===== src/rtl/ddr3_pwrup_pkg.sv =====
package ddr3_pwrup_pkg;

  // Sequencer phases
  typedef enum logic [1:0] {
    ST_IDLE  = 2'd0,  // reset asserted, waiting for a start pulse
    ST_HOLD  = 2'd1,  // reset asserted, minimum hold running
    ST_WAIT  = 2'd2,  // reset released, CKE held low
    ST_READY = 2'd3   // CKE high, sequence complete
  } pwrup_state_e;

endpackage


===== src/rtl/ddr3_pwrup_timer.sv =====
// Loadable down-counter that stops at zero and flags expiry.
module ddr3_pwrup_timer #(
  parameter int CNT_W = 16
) (
  input  logic             clk,
  input  logic             rst,
  input  logic             load,
  input  logic [CNT_W-1:0] load_val,
  output logic             expired
);

  logic [CNT_W-1:0] cnt_q;

  always_ff @(posedge clk) begin
    if (rst) begin
      cnt_q <= '0;
    end else if (load) begin
      cnt_q <= load_val;
    end else if (cnt_q != '0) begin
      cnt_q <= cnt_q - 1'b1;
    end
  end

  assign expired = (cnt_q == '0);

  // A counter at zero stays there until it is reloaded (hold timing, R3)
  assert_timer_no_wrap_R3 : assert property (@(posedge clk) disable iff (rst)
    (expired && !load) |=> expired);

  // A non-zero counter goes down by exactly one per cycle when not loaded
  assert_timer_step_R3 : assert property (@(posedge clk) disable iff (rst)
    (!expired && !load) |=> (cnt_q == $past(cnt_q) - 1'b1));

endmodule


===== src/rtl/ddr3_pwrup_cke_dly.sv =====
// Programmable CKE delay: a count whose unit is MULT_LO or MULT_HI cycles.
// The prescaler starts at N-2 so that expiry lands exactly cnt*N cycles
// after the load edge, lined up with the fixed wait timer.
module ddr3_pwrup_cke_dly #(
  parameter int DLY_W   = 17,
  parameter int MULT_LO = 2,
  parameter int MULT_HI = 3
) (
  input  logic             clk,
  input  logic             rst,
  input  logic             load,
  input  logic [DLY_W-1:0] load_val,
  input  logic             mult_hi,
  output logic             expired
);

  localparam int PRE_W = (MULT_HI > 2) ? $clog2(MULT_HI) : 1;
  localparam logic [PRE_W-1:0] PRE_LO_RELOAD = PRE_W'(MULT_LO - 1);
  localparam logic [PRE_W-1:0] PRE_HI_RELOAD = PRE_W'(MULT_HI - 1);
  localparam logic [PRE_W-1:0] PRE_LO_FIRST  = PRE_W'(MULT_LO - 2);
  localparam logic [PRE_W-1:0] PRE_HI_FIRST  = PRE_W'(MULT_HI - 2);

  logic [DLY_W-1:0] cnt_q;
  logic [PRE_W-1:0] pre_q;
  logic             mult_hi_q;
  logic [PRE_W-1:0] pre_reload;

  assign pre_reload = mult_hi_q ? PRE_HI_RELOAD : PRE_LO_RELOAD;

  always_ff @(posedge clk) begin
    if (rst) begin
      cnt_q     <= '0;
      pre_q     <= '0;
      mult_hi_q <= 1'b0;
    end else if (load) begin
      cnt_q     <= load_val;
      mult_hi_q <= mult_hi;
      pre_q     <= mult_hi ? PRE_HI_FIRST : PRE_LO_FIRST;
    end else if (cnt_q != '0) begin
      if (pre_q == '0) begin
        cnt_q <= cnt_q - 1'b1;
        pre_q <= pre_reload;
      end else begin
        pre_q <= pre_q - 1'b1;
      end
    end
  end

  assign expired = (cnt_q == '0);

  // The prescaler never leaves the range of the selected unit
  assert_pre_range_R4 : assert property (@(posedge clk) disable iff (rst)
    pre_q <= pre_reload);

  // Once expired, the delay stays expired until reloaded
  assert_dly_no_wrap_R4 : assert property (@(posedge clk) disable iff (rst)
    (expired && !load) |=> expired);

endmodule


===== src/rtl/ddr3_pwrup_seq.sv =====
// DDR3 power-up reset sequencer, top level.
module ddr3_pwrup_seq
  import ddr3_pwrup_pkg::*;
#(
  parameter int RST_HOLD_CYC = 40000,   // 200 us at 200 MHz
  parameter int CKE_WAIT_CYC = 100000,  // 500 us at 200 MHz
  parameter int DLY_W        = 17,
  parameter int MULT_LO      = 2,
  parameter int MULT_HI      = 3
) (
  input  logic             clk,
  input  logic             rst,
  input  logic             start,
  input  logic             dram_clk_on,
  input  logic             rst_pol,
  input  logic             cke_mult3,
  input  logic [DLY_W-1:0] cke_dly,
  output logic             dram_rst_pin,
  output logic             dram_cke,
  output logic             seq_done
);

  localparam int HOLD_W = $clog2(RST_HOLD_CYC + 1);
  localparam int WAIT_W = $clog2(CKE_WAIT_CYC + 1);
  localparam logic [HOLD_W-1:0] HOLD_LOAD = HOLD_W'(RST_HOLD_CYC - 1);
  localparam logic [WAIT_W-1:0] WAIT_LOAD = WAIT_W'(CKE_WAIT_CYC - 1);

  pwrup_state_e state_q, state_d;
  logic rst_act_q, rst_act_d;
  logic cke_d;
  logic go, release_now, cke_now;
  logic hold_exp, wait_exp, dly_exp;

  // Start is only honoured outside the timed phases and with the clock running
  assign go = start && dram_clk_on &&
              ((state_q == ST_IDLE) || (state_q == ST_READY));
  assign release_now = (state_q == ST_HOLD) && hold_exp;
  assign cke_now     = (state_q == ST_WAIT) && wait_exp && dly_exp;

  ddr3_pwrup_timer #(.CNT_W(HOLD_W)) u_hold_tmr (
    .clk      (clk),
    .rst      (rst),
    .load     (go),
    .load_val (HOLD_LOAD),
    .expired  (hold_exp)
  );

  ddr3_pwrup_timer #(.CNT_W(WAIT_W)) u_wait_tmr (
    .clk      (clk),
    .rst      (rst),
    .load     (release_now),
    .load_val (WAIT_LOAD),
    .expired  (wait_exp)
  );

  ddr3_pwrup_cke_dly #(
    .DLY_W   (DLY_W),
    .MULT_LO (MULT_LO),
    .MULT_HI (MULT_HI)
  ) u_cke_dly (
    .clk      (clk),
    .rst      (rst),
    .load     (release_now),
    .load_val (cke_dly),
    .mult_hi  (cke_mult3),
    .expired  (dly_exp)
  );

  always_comb begin
    state_d   = state_q;
    rst_act_d = rst_act_q;
    cke_d     = dram_cke;
    if (go) begin
      state_d   = ST_HOLD;
      rst_act_d = 1'b1;
      cke_d     = 1'b0;
    end else if (release_now) begin
      state_d   = ST_WAIT;
      rst_act_d = 1'b0;
    end else if (cke_now) begin
      state_d   = ST_READY;
      cke_d     = 1'b1;
    end
  end

  always_ff @(posedge clk) begin
    if (rst) begin
      state_q      <= ST_IDLE;
      rst_act_q    <= 1'b1;
      dram_cke     <= 1'b0;
      seq_done     <= 1'b0;
      dram_rst_pin <= rst_pol;
    end else begin
      state_q      <= state_d;
      rst_act_q    <= rst_act_d;
      dram_cke     <= cke_d;
      seq_done     <= cke_d;
      dram_rst_pin <= rst_pol ? rst_act_d : !rst_act_d;
    end
  end

  // CKE is never driven high while the memory is held in reset
  assert_cke_vs_reset_R9 : assert property (@(posedge clk) disable iff (rst)
    dram_cke |-> !rst_act_q);

  // Done and CKE move together
  assert_done_with_cke_R8 : assert property (@(posedge clk) disable iff (rst)
    seq_done == dram_cke);

  // Done, once high, holds until a start pulse arrives
  assert_done_holds_R8 : assert property (@(posedge clk) disable iff (rst)
    (seq_done && !start) |=> seq_done);

  // Reset is released only after the hold timer has run out
  assert_release_after_hold_R3 : assert property (@(posedge clk) disable iff (rst)
    $fell(rst_act_q) |-> $past(hold_exp));

  // CKE rises only once both the fixed wait and the programmed delay are over
  assert_cke_after_waits_R4 : assert property (@(posedge clk) disable iff (rst)
    $rose(dram_cke) |-> $past(wait_exp && dly_exp));

  // Pin level encodes the reset state in the requested polarity
  assert_pin_polarity_R6 : assert property (@(posedge clk) disable iff (rst)
    dram_rst_pin == ($past(rst_pol) ? rst_act_q : !rst_act_q));

  // A start without a running memory clock is refused
  assert_no_start_without_clk_R2 : assert property (@(posedge clk) disable iff (rst)
    (start && !dram_clk_on && state_q == ST_READY) |=> dram_cke);

endmodule


===== config.mk =====
export PLATFORM = sky130hd
export DESIGN_NAME = ddr3_pwrup_seq
export DESIGN_NICKNAME = d
export VERILOG_FILES = /design/src/rtl/ddr3_pwrup_pkg.sv /design/src/rtl/ddr3_pwrup_timer.sv /design/src/rtl/ddr3_pwrup_cke_dly.sv /design/src/rtl/ddr3_pwrup_seq.sv
export SDC_FILE = /design/constraint.sdc
export NUM_CORES = 1
export LEC_CHECK = 0
export ABC_AREA = 1
export CORE_MARGIN = 2
export CORE_UTILIZATION = 45
export DETAILED_ROUTE_END_ITERATION = 8
export PLACE_DENSITY_LB_ADDON = 0.25
export SETUP_SLACK_MARGIN = 0.02
export SYNTH_ARGS = -nofsm -noshare
export SYNTH_HDL_FRONTEND = slang
export SYNTH_SLANG_ARGS = --single-unit

===== constraint.sdc =====
create_clock -name clk -period 1.7 [get_ports clk]
set_clock_uncertainty 0.2 [all_clocks]
set_input_delay 0.17 -clock clk [delete_from_list [all_inputs] [get_ports clk]]
set_output_delay 0.17 -clock clk [all_outputs]
set_load 0.005 [all_outputs]

==> results.yml <==
global_routing:
  grt_pass1_wl_mm: 15.7
  antenna_found_initial: 0
  overflow: 0
  track_usage_pct: 22.8
  grt_start_max_net_pins: 27
  grt_pass1_vias: 3461
synthesis:
  yosys.area.top_type_share_pct: 32.7
  syn_area_sq_um: 3550
  yosys-top-cells-area: "dfxtp_1, nand2_1, nor2_1, inv_1, nand3_1"
  synth.top_cells.by_count: "nand2_1, nor2_1, dfxtp_1, inv_1, nand3_1"
  syn_nets: 561
  synth_seq_cells: 58
  yosysUniqueCellTypes: 34
  ys_seq_area_share_pct: 32.7
  ys_warn_count: 0
  ys_async_sr_fraction_pct: 0
  synth_edf_count: 0
  synth_top_cell_by_area: "dfxtp_1"
  synth_most_common_cell: "nand2_1"
  avgSynthCellArea_sq_um: 6.68
  ys.flop_type: "dfxtp_1"
  synth_cells: 531
worst_setup_path:
  crit_required_ps: 1780
  critical_path_class: "flop to flop"
  crit_fanout: 7
  startpoint_type: "flop"
  critPathSlowestCell: "dfxtp_2"
  endpoint_kind: "flop"
  path_cells: "inv_2 > ha_4 > nand2_4 > nor2_8 > nand4_4 > nand2_4 > buf_12 > nand3_2 > a21oi_2"
  slowest_delay_ps: 330
  arrival_ps: 1760
  reg2reg_slack_ps: 10
  path_common_cell: "nand2_4"
placement:
  dp_hpwl_mm: 6.92
  place_congestion: 0.930
  port_buffers: 25
  dpl-instance-area_sq_um: 4330
finish:
  diodes: 0
  fin_nets: 663
  n_fill_cell: 675
  drive_gt1_share_pct: 30.3
  final_area_sq_um: 4900
  area_growth_syn_to_layout_pct: 38.1
clock_network:
  root_buffer: "clkbuf_8"
  path_clk_slew_ps: 60
  clk_latency_ps: 350
  cts_num_sinks: 58
  ctsHoldBuffers: 0
  htree_levels: 3
  clk_path_buf_depth: 2
  cts_tree: "yes"
  numCtsBuffers: 9
route:
  drt_iter0_drc: 195
  drc: 0
  routed_wl_mm: 9.75
  num_vias: 3787
  via_per_inst: 5.12
  wire_per_inst_microns: 13.2
  postRouteAntennaNets: 0
  dr.pass1.iters: 5
floorplan:
  rows: 32
  fp.dieH_microns: 92.8
  io_pins: 26
  die_w_microns: 92.8
  initial_core_util_pct: 46.2
  core_sq_um: 7690
  die_area_sq_um: 8610
run_status:
  status: "finished, final reports clean"
sta:
  fin_crit_ps: 1690
  slew_viol_final: 0
  fin_tns_setup_ps: 0
  finalHoldViolations: 0
  slew_headroom_pct: 77.2
  clock.fmax_mhz: 592
  rsz0062_at_grt: "yes"
  worst_slew_pin_slew_ps: 342
  fin_crit_sh_pct: 99.3
  setup_viol: 0
power_and_ir_drop:
  ir_worst_vdd_mv: 0.899
  powerDensity_nw_per_um2: 1850
  p_leak_nw: 2.24
min_path:
  hp-class: "input pin to flop"
job:
  max_cap_viol_count: 0
## cell usage in the layout, fill, tap and decap left out, types with 2 or more instances in the layout
cell	count
a21oi_1	28
a21oi_2	4
buf_4	72
bufinv_16	2
clkbuf_8	10
clkdlybuf4s50_1	25
clkinv_2	2
dfxtp_1	52
dfxtp_2	6
ha_1	2
ha_2	4
inv_1	43
inv_2	9
nand2_1	109
nand2_2	10
nand2_4	6
nand3_1	33
nand3_2	8
nand3_4	3
nand3b_1	7
nand4_1	4
nor2_1	79
nor2_2	24
nor2_4	15
nor3_1	6
nor3_4	2
o21ai_0	16
o21ai_1	14
o21ai_2	2
or2_2	5
xnor2_1	5
xor2_1	19
## timing repair
action,CTS,global route
setup endpoints to repair,24,57
setup buffers,3,12
cloned,0,1
pin swaps,4,28
resized for setup,19,64
## routing by layer
layer  track usage (%)  up-vias  part of all wire [%]  routed length [microns]
met5                 0        -                     0                        0
met4              7.60        0                   1.9                      190
met3              5.45       21                   4.9                      481
met2              37.7       99                    48                     4650
met1              29.0     1766                    45                     4430
li1                  -     1901                     -                        -
## final cells by class
type | count | area (sq um) | share of cell area (%)
clock buffer | 11 | 141 | 2.89
clock inverter | 5 | 77.6 | 1.58
inverter | 54 | 210 | 4.29
multi-input combinational | 411 | 2350 | 48.0
sequential | 58 | 1170 | 23.9
tap | 102 | 128 | 2.60
timing repair buffer | 99 | 822 | 16.8
## flip-flops by register name (all words and copies together), names as in the netlist
| register | flops |
|---|---|
| u_cke_dly.mult_hi_q | 1 |
| u_hold_tmr.cnt_q | 16 |
| u_cke_dly.cnt_q | 17 |
| u_wait_tmr.cnt_q | 17 |
| dram_rst_pin | 1 |
| state_q | 2 |
| rst_act_q | 1 |
| u_cke_dly.pre_q | 2 |
| seq_done | 1 |
## worst paths after layout
kind / to / from / cells past startpoint
worst max-delay path: u_cke_dly.cnt_q[9]$_SDFFE_PP0P_ / u_hold_tmr.cnt_q[1]$_SDFFE_PP0P_ / 9
worst min-delay path: dram_rst_pin$_DFF_P_ / rst_pol / 2
worst max register to register: u_cke_dly.cnt_q[9]$_SDFFE_PP0P_ / u_hold_tmr.cnt_q[1]$_SDFFE_PP0P_ / 9
worst min register to register: rst_act_q$_SDFF_PP1_ / rst_act_q$_SDFF_PP1_ / 2
## power by group
part           total [mW]  internal (mW)  leakage, nW  switching [mW]
clock network        1.44          0.861        0.109           0.576
registers            2.14           1.76        0.480           0.377
logic                5.49           2.42         1.65            3.06
total                9.06           5.05         2.24            4.02
## critical path: cells and delay by family, from the launching register on
family                   cells  cell delay, ps
adder cells (fa/ha/maj)      1             150
flip-flops                   1             330
AND/OR/NAND/NOR              5             630
AO/OA/AOI/OAI                1             110
buffers and inverters        2             200
## cells by family (layout without fill, tap and decap cells)
kind of cell,count (synthesis),in the layout,synth area share [%]
and+or+nand+nor,313,314,41.6
AOI/OAI and AO/OA,66,66,9.73
buffers and inverters,63,169,7.55
DFF,58,58,32.7
xor gates and xnor gates,24,24,5.92
adders and majority gates,7,7,2.47
## metrics by stage
stage          hold slack (ps)  setup slack [ps]  power [mW]  std cells  util (%)
6_report                   214              11.8        9.06        740      63.7
4_1_cts                    206              6.88        8.40        727      60.2
3_5_place_dp               246             -60.8        6.77        708      56.4
2_1_floorplan             66.8              26.5        5.32        531         -
3_3_place_gp               253             -39.8        6.69        708      56.4
5_1_grt                    236             -80.1        9.84        740      63.7
Power figures use the tool's default switching activity.
